[config.mk]
export PLATFORM = sky130hd
export DESIGN_NAME = radio_irq_router
export DESIGN_NICKNAME = d
export VERILOG_FILES = /design/src/rtl/radio_irq_router.sv
export SDC_FILE = /design/constraint.sdc
export NUM_CORES = 1
export LEC_CHECK = 0
export BUFFER_PORTS_ARGS = -buffer_cell sky130_fd_sc_hd__buf_2
export CAP_MARGIN = 25
export CORE_ASPECT_RATIO = 1.4
export CORE_UTILIZATION = 53
export DETAILED_ROUTE_END_ITERATION = 7
export PLACE_DENSITY = 0.84
export SYNTH_ARGS = -nofsm -noshare
export SYNTH_HDL_FRONTEND = slang
export SYNTH_SLANG_ARGS = --single-unit
[constraint.sdc]
create_clock -name clk -period 1.7 [get_ports clk]
set_input_delay 0.34 -clock clk [delete_from_list [all_inputs] [get_ports clk]]
set_output_delay 0.34 -clock clk [all_outputs]
set_load 0.01 [all_outputs]
[src/rtl/radio_irq_router.sv]
module radio_irq_router #(
  parameter int DATA_W  = 16,
  parameter int NUM_SRC = 6,
  parameter int NUM_IRQ = 3
) (
  input  logic              clk,
  input  logic              rst_n,
  input  logic              pkt_lora,
  input  logic [NUM_SRC-1:0] evt,
  input  logic              wr_en,
  input  logic [1:0]        wr_addr,
  input  logic [DATA_W-1:0] wr_data,
  input  logic [1:0]        rd_addr,
  output logic [DATA_W-1:0] rd_data,
  output logic [NUM_IRQ-1:0] irq_line
);
  localparam logic [DATA_W-1:0] IMPL = DATA_W'((1 << NUM_SRC) - 1);

  logic [DATA_W-1:0] status_q;
  logic [DATA_W-1:0] mask_q [NUM_IRQ];
  logic [DATA_W-1:0] evt_w, allowed, en_any, set_v, clr_v;

  assign evt_w   = DATA_W'(evt);
  assign allowed = DATA_W'({pkt_lora, pkt_lora, ~pkt_lora, 3'b111});

  always_comb begin
    en_any = '0;
    for (int l = 0; l < NUM_IRQ; l++) en_any = en_any | mask_q[l];
  end

  assign set_v = evt_w & allowed & en_any & IMPL;
  assign clr_v = (wr_en && wr_addr == 2'd0) ? (wr_data & IMPL) : '0;

  always_ff @(posedge clk) begin
    if (!rst_n) status_q <= '0;
    else        status_q <= (status_q & ~clr_v) | set_v;
  end

  for (genvar l = 0; l < NUM_IRQ; l++) begin : g_line
    always_ff @(posedge clk) begin
      if (!rst_n) begin
        mask_q[l]   <= '0;
        irq_line[l] <= 1'b0;
      end else begin
        if (wr_en && wr_addr == 2'(l + 1)) mask_q[l] <= wr_data & IMPL;
        irq_line[l] <= |(status_q & mask_q[l]);
      end
    end
  end

  always_comb begin
    case (rd_addr)
      2'd0:    rd_data = status_q;
      2'd1:    rd_data = mask_q[0];
      2'd2:    rd_data = mask_q[1];
      default: rd_data = mask_q[2];
    endcase
  end

  AST_STICKY: assert property (@(posedge clk) disable iff (!rst_n)
    !(wr_en && wr_addr == 2'd0) |=> (($past(status_q) & ~status_q) == '0));
  AST_NO_MASKED_LATCH: assert property (@(posedge clk) disable iff (!rst_n)
    1'b1 |=> ((status_q & ~$past(status_q) & ~($past(mask_q[0]) | $past(mask_q[1]) | $past(mask_q[2]))) == '0));
  AST_SYNC_GFSK_ONLY: assert property (@(posedge clk) disable iff (!rst_n)
    $rose(status_q[3]) |-> $past(!pkt_lora));
  AST_HDR_LORA_ONLY: assert property (@(posedge clk) disable iff (!rst_n)
    ($rose(status_q[4]) || $rose(status_q[5])) |-> $past(pkt_lora));
  AST_LINES_QUIET: assert property (@(posedge clk) disable iff (!rst_n)
    (status_q == '0) |=> (irq_line == '0));
  AST_RSVD_ZERO: assert property (@(posedge clk) disable iff (!rst_n)
    (status_q & ~IMPL) == '0);
endmodule

# Word level (Yosys, flattened, before mapping)
# Memories as Yosys holds them, arrays and structs flattened.
# Index checks and enable logic that the tools add are counted.
[word_totals] reg_bits=19 mem_bits_rw=18 input_bits=30 mem_count=1
[op_classes] eq_ne=5 muxes=15 bitwise_logic=14 n_reduce_logical=9
[memory_table] memory="mask_q" depth=3 width=6 rd=3 rd_ports_with_merged_regs=0 wr=3 line="20" text="logic [DATA_W-1:0] mask_q [NUM_IRQ];"
[op_table] operator="bitwise AND 16 bit" n=4
[op_table] operator="one-hot mux 16 bit (3 select lines)" n=1
[op_table] operator="OR reduction 16 bit" n=3
[op_table] operator="2-to-1 mux 6 bit" n=4
[op_table] operator="NOT 6 -> 16 bit" n=1
[op_table] operator="OR 16 x 6 -> 16 bit" n=1
[op_table] operator="bitwise AND 6 bit" n=2
[op_table] operator="OR 6 bit" n=2
[op_table] operator="2-to-1 mux 1 bit" n=10
[op_table] operator="== test 2 bit (second input constant)" n=3
[op_table] operator="== test 2 x 1 -> 1 bit (second input constant)" n=2
[op_table] operator="logical AND 1 bit" n=4
[op_table] operator="zero test 2 bit" n=2
[op_table] operator="OR 1 bit" n=3
[op_table] operator="NOT 1 bit" n=1

# Logic depth before layout (Yosys ltp)
# Gate-level depths: netlist of the first run.
[depth] depth_word=6 mapped_depth=4 mapped_depth_nobuf=2

# Least setup slack after synthesis of the first run
# Ideal clock, no wire load.
[synth_path] kind="input-to-output" from="input port rd_addr[0]" to="output port rd_data[0]" arrival_ns=0.983 t_required_ns=1.360 slack_ns=0.377 cell_stages=2 path_buffers=1 cell_sequence="buf_6 -> mux4_2"
[synth_between] elab_chain_cells=2
[synth_lines] item="start: declaration" line="13" text="input logic [1:0] rd_addr,"
[synth_lines] item="== test 2 bit (tied with other cells)" line="52" text="case (rd_addr)"
[synth_lines] item="one-hot mux 16 bit (3 select lines) (*)" line="52"
[synth_lines] item="end: declaration" line="14" text="output logic [DATA_W-1:0] rd_data,"
# Every way passes the cells marked *; elsewhere a longest branch is shown, timed or not.

==> impl_metrics.json, run 1 <==
{
  "fraction_of_the_yosys_area_taken_by_sequential_cells_pct": 50.7,
  "layout_setup_ws_ns": -0.0548,
  "cts_hold_repair.buffers": 0,
  "post_synth_mux_area_share_pct": 9.50,
  "grt_pass1_vias": 996,
  "finalCritPeriodShare_pct": 103,
  "routed-via-count": 1114,
  "drtIter0Drc": 84,
  "postSynthAreaPerCell_um2": 12.2,
  "pwr-share-comb_pct": 19.8,
  "synthesis.instances": 117,
  "tritoncts": "done",
  "power.switching_fraction_pct": 26.3,
  "status": "complete, but fails checks",
  "proportion_of_power_drawn_by_the_clock_network_pct": 20.3,
  "yosys.area.top_type": "edfxtp_1",
  "worst_setup_path_end_kind": "output port",
  "buffer_ports.inserted": 28,
  "critPathLaunchType": "flip-flop",
  "initial_antenna_violation_count": 0,
  "synth-seq-cells": 27,
  "die_area_um2": 2900,
  "period_minus_slack_ns": 1.75,
  "power_w": 0.00134,
  "rows": 21,
  "post-route-util_pct": 68.5,
  "detail-route-antenna-nets": 0,
  "timing.critical_path.arrival_ns": 1.41,
  "worstPathRequired_ns": 1.36,
  "clock_sinks": 27,
  "hold-worst-slack_ns": 0.261,
  "flow.area_growth_from_synthesis_pct": 18.9,
  "max_clock_freq_mhz": 570,
  "synth_enable_flop_cells": 18,
  "grt_setup_unrepaired": "yes",
  "power_frac_seq_pct": 59.9,
  "gr-total-overflow": 0,
  "chipWidth_um": 45.8,
  "ys_warn_count": 0,
  "clock_insertion_delay_worst_skew_ns": 0.32,
  "root_buffer": "clkbuf_4",
  "power-per-cell-area_nw_per_um2": 790,
  "synthesis.area_um2": 1420,
  "initial_core_util_pct": 57.6,
  "setup_violations": 6,
  "core_region_area_um2": 2470,
  "ir_drop_mv": 0.415,
  "timing_max_transition_violations_final": 0,
  "place_ws_ns": 0.117,
  "largest_net_degree_at_the_start_of_global_routing": 20,
  "synthFlopType": "edfxtp_1",
  "htree_levels": 1,
  "hold_viol": 0,
  "synth_top_family_by_area": "simple AND/OR/NAND/NOR gates",
  "yosysUniqueCellTypes": 24,
  "synth_xor_area_share_pct": 0,
  "layout-drive-gt1-share_pct": 37.3,
  "yosys.area_share.simple_pct": 20.8,
  "post-route-drc-count": 0,
  "dp_hpwl_um": 2030,
  "io_pins": 49,
  "critical_path.max_fanout": 3,
  "totalNegativeSetupSlack_ns": -0.128,
  "cap_viol_max_count": 0,
  "critPathKind": "flip-flop to output port",
  "p_int_w": 0.000985,
  "timing.clock.skew_ns": 0.00801,
  "cts_made_buffers": 3,
  "route.final.wire_length_um": 3070,
  "global_route.usage.total_pct": 21.1,
  "netsw_w": 0.000351,
  "netlist_top_cells_area": "edfxtp_1 38%, dfxtp_1 13%, mux4_2 9.5%",
  "drt-wirelength-per-cell_um": 16.0,
  "num_antenna_cells": 0,
  "compound_gate_portion_of_the_synthesized_area_pct": 10.5,
  "failed_checks": "negative setup slack",
  "clkTransAtPathRegs_ns": 0.14,
  "max-clock-path-buffers": 2,
  "synth_commonest_cells": "18 x and2_1, 18 x edfxtp_1, 11 x buf_4",
  "p_leak_nw": 0.697,
  "synth_async_sr_flop_share_pct": 0,
  "gp_congestion": 0.911,
  "synthAdderAreaFrac_pct": 0,
  "height_of_the_die_um": 63.3,
  "worst_hold_path_type": "input port to flip-flop",
  "synth.top_cell.area_share_pct": 38.0,
  "routed_via_density": 5.80,
  "grt_pass1_wl_um": 4400,
  "first_pass_iters": 5,
  "finalNetCount": 189
}
## layout make-up
class | count | area (µm²)
multi-input combinational | 82 | 618
timing repair buffer | 44 | 279
clock buffer | 3 | 22.5
tap | 34 | 42.5
sequential | 27 | 721
inverter | 1 | 3.75
clock inverter | 1 | 5.00
fill | 180 | 778
## kinds of logic after synthesis
kind of cell           count (synthesis)
other                                  1
AOI/OAI and AO/OA                     21
muxes                                  6
and+or+nand+nor                       45
buffers and inverters                 17
DFF                                   27
## per-layer routing
metal / GRT usage [%] / routed length, µm / vias up
li1: - / - / 515
met1: 24.1 / 1120 / 509
met2: 37.1 / 1630 / 82
met3: 1.15 / 246 / 8
met4: 11.4 / 74 / 0
met5: 0 / 0 / -
## cell usage in the layout, fill, tap and decap left out, types with 5 or more instances in the layout
cell      count
edfxtp_1     18
nand2_1      10
buf_4        16
conb_1       10
buf_2        25
and4bb_2      5
dfxtp_1       9
and2_1       18
mux4_2        6
a22oi_1       9
## power by group through the flow
stage	Combinational [W]	Clock [W]	Sequential, W
finish	0.000265	0.000271	0.000800
global route	0.000286	0.000293	0.000805
CTS	0.000234	0.000267	0.000794
detailed placement	0.000201	0	0.000815
global placement	0.000197	0	0.000810
floorplan	0.000149	0	0.000806
## worst max-delay path, cell delays in order, from the launching register on
cell,delay [ns]
edfxtp_1,0.45
mux4_2,0.50
buf_6,0.14
## worst paths after layout
kind,startpoint,slack [ns],end,cells after the start
max,mask_q[1][0],-0.05,rd_data[0],2
min,evt[3],0.26,status_q[3],3
max reg2reg,mask_q[2][5],0.54,irq_line[2],4
min reg2reg,status_q[2],0.54,status_q[2],2
## registers in the layout (all words and copies together) (netlist names)
name and cells:
status_q 6, mask_q 18, irq_line 3
## through the flow
stage | area, µm² | std cells
2_1_floorplan | 1460 | 126
3_5_place_dp | 1530 | 172
3_3_place_gp | 1530 | 172
5_1_grt | 1690 | 192
6_report | 1690 | 192
4_1_cts | 1630 | 186
## what timing repair did
item / CTS / global route
endpoints found under the setup margin: 6 / 6
buffers inserted: 10 / 6
gates resized for setup: 1 / 3
hold endpoints to repair: 0 / 0
Power figures use the tool's default switching activity.
==> inputs of run 2 (changes only) <==
--- a/config.mk
+++ b/config.mk
@@ -10,7 +10,9 @@
 export CORE_ASPECT_RATIO = 1.4
 export CORE_UTILIZATION = 53
 export DETAILED_ROUTE_END_ITERATION = 7
+export GPL_ROUTABILITY_DRIVEN = 1
 export PLACE_DENSITY = 0.84
+export REMOVE_ABC_BUFFERS = 1
 export SYNTH_ARGS = -nofsm -noshare
 export SYNTH_HDL_FRONTEND = slang
 export SYNTH_SLANG_ARGS = --single-unit
==> run 2 against run 1 <==
The run still ends with negative setup slack left. Maximum frequency is 1.1% higher. Final cell count is 0.52% higher. Count of clock-buffer cells in the layout is 1 higher. Wire length is 1.9% higher. Worst setup slack better by 0.020 ns. Highest routed layer unchanged.
==> impl_metrics.json, run 2 (same netlist as run 1, synthesis figures left out) <==
{
  "clock_sinks": 27,
  "hold_path_depth": 2,
  "status": "complete, but fails checks",
  "chipWidth_um": 45.8,
  "post-route-drc-count": 0,
  "worst_hold_endpoint": "status_q[3]",
  "largest_register_ffs": 18,
  "die_area_um2": 2900,
  "buffer_ports.inserted": 28,
  "gr-total-overflow": 0,
  "regToRegSetupSlack_ns": 0.51,
  "routed_via_density": 5.66,
  "layout_setup_ws_ns": -0.0352,
  "largest_net_degree_at_the_start_of_global_routing": 20,
  "dp_hpwl_um": 2040,
  "clock_insertion_delay_worst_skew_ns": 0.32,
  "grt_pass1_vias": 990,
  "max_clock_freq_mhz": 576,
  "io_pins": 49,
  "largest_register": "mask_q",
  "multi_input_logic_area_um2": 618,
  "route.final.wire_length_um": 3130,
  "grt_setup_unrepaired": "yes",
  "clkTransAtPathRegs_ns": 0.13,
  "layout_commonest_cell": "buf_2",
  "cts_hold_repair.buffers": 0,
  "timing_max_transition_violations_final": 0,
  "timing.clock.skew_ns": 0.00206,
  "initial_core_util_pct": 57.6,
  "hold_viol": 0,
  "drt-wirelength-per-cell_um": 16.2,
  "grt_pass1_wl_um": 4540,
  "critPathLaunchType": "flip-flop",
  "place_ws_ns": 0.119,
  "gp_congestion": 0.876,
  "timing.reg2reg.worst_path_depth": 4,
  "first_pass_iters": 4,
  "root_buffer": "clkbuf_4",
  "setup_violations": 5,
  "worst_hold_path_type": "input port to flip-flop",
  "reg_top3": "mask_q x18, status_q x6, irq_line x3",
  "htree_levels": 1,
  "finalCritPeriodShare_pct": 102,
  "height_of_the_die_um": 63.3,
  "global_route.usage.total_pct": 22.7,
  "power_w": 0.00134,
  "most-common-layout-cells": "25 x buf_2, 18 x and2_1, 18 x edfxtp_1, 17 x buf_4",
  "detail-route-antenna-nets": 0,
  "timing.critical_path.arrival_ns": 1.40,
  "num_antenna_cells": 0,
  "failed_checks": "negative setup slack",
  "critical_path.max_fanout": 3,
  "layout-drive-gt1-share_pct": 37.1,
  "finalNetCount": 190,
  "period_minus_slack_ns": 1.74,
  "worstPathRequired_ns": 1.36,
  "max-clock-path-buffers": 2,
  "cap_viol_max_count": 0,
  "worst_setup_path_end_kind": "output port",
  "worstReg2RegStart": "mask_q[2][2]",
  "rows": 21,
  "rr_endpoint": "status_q[2]",
  "power-per-cell-area_nw_per_um2": 787,
  "flow.area_growth_from_synthesis_pct": 19.3,
  "core_region_area_um2": 2470,
  "p_leak_nw": 0.699,
  "filler_cell_count": 181,
  "critPathKind": "flip-flop to output port",
  "routed-via-count": 1093,
  "layout.area.seq_um2": 721,
  "tritoncts": "done",
  "ir_drop_mv": 0.415,
  "cts_made_buffers": 3,
  "drtIter0Drc": 68,
  "holdCritStartpoint": "pkt_lora",
  "initial_antenna_violation_count": 0
}
-- run 2: layout make-up --
cell class              instances  share of cell area [%]
inverters                       1                   0.221
multi-input cells              82                    36.4
flip-flops and latches         27                    42.4
well taps                      34                    2.51
clock buffers                   4                    1.55
repair buffers                 45                    16.9
-- run 2: metal layers --
metal | track usage [%] | vias up | part of all wire, %
met5 | 0 | - | 0
met4 | 15.8 | 0 | 2.8
met3 | 2.01 | 7 | 5.9
met2 | 37.9 | 73 | 54
met1 | 25.9 | 501 | 37
li1 | - | 512 | -
-- run 2: where the power goes --
part           switching (W)  internal, W  total (W)  leakage, nW
sequential         0.0000434     0.000757   0.000800        0.252
clock               0.000174    0.0000918   0.000266       0.0150
combinational       0.000127     0.000142   0.000269        0.432
total               0.000345     0.000991    0.00134        0.699
-- run 2: timing repair --
| action | in CTS | in global routing |
|---|---|---|
| gates resized for setup | 1 | 2 |
| setup buffers | 10 | 7 |
| setup endpoints to repair | 6 | 6 |
| endpoints found under the hold margin | 0 | 0 |
-- run 2: worst max-delay path: stages (launching register included) --
cell and delay, ns:
edfxtp_1 0.43, mux4_2 0.51, buf_6 0.14
-- run 2: how the worst max path moves through the flow --
stage                 end  cells after the start  slack, ns    startpoint
3_3_place_gp   rd_data[4]                      3       0.13    rd_addr[0]
5_1_grt        rd_data[4]                      2      -0.08  mask_q[2][4]
4_1_cts        rd_data[4]                      2      -0.03  mask_q[2][4]
6_report       rd_data[4]                      2      -0.04  mask_q[2][4]
2_1_floorplan  rd_data[3]                      1       0.48  mask_q[2][3]
3_5_place_dp   rd_data[4]                      3       0.12    rd_addr[0]
-- run 2: per-stage QoR --
stage          cells  hold slack [ns]  TNS, ns  instance area (µm²)  utilization (%)
3_3_place_gp     172            0.477        0                 1530             61.8
4_1_cts          186            0.262  -0.0256                 1630             66.1
5_1_grt          193            0.240   -0.412                 1700             68.7
6_report         193            0.257  -0.0848                 1700             68.7
2_1_floorplan    110            0.457        0                 1340                -
3_5_place_dp     172            0.506        0                 1530             61.8
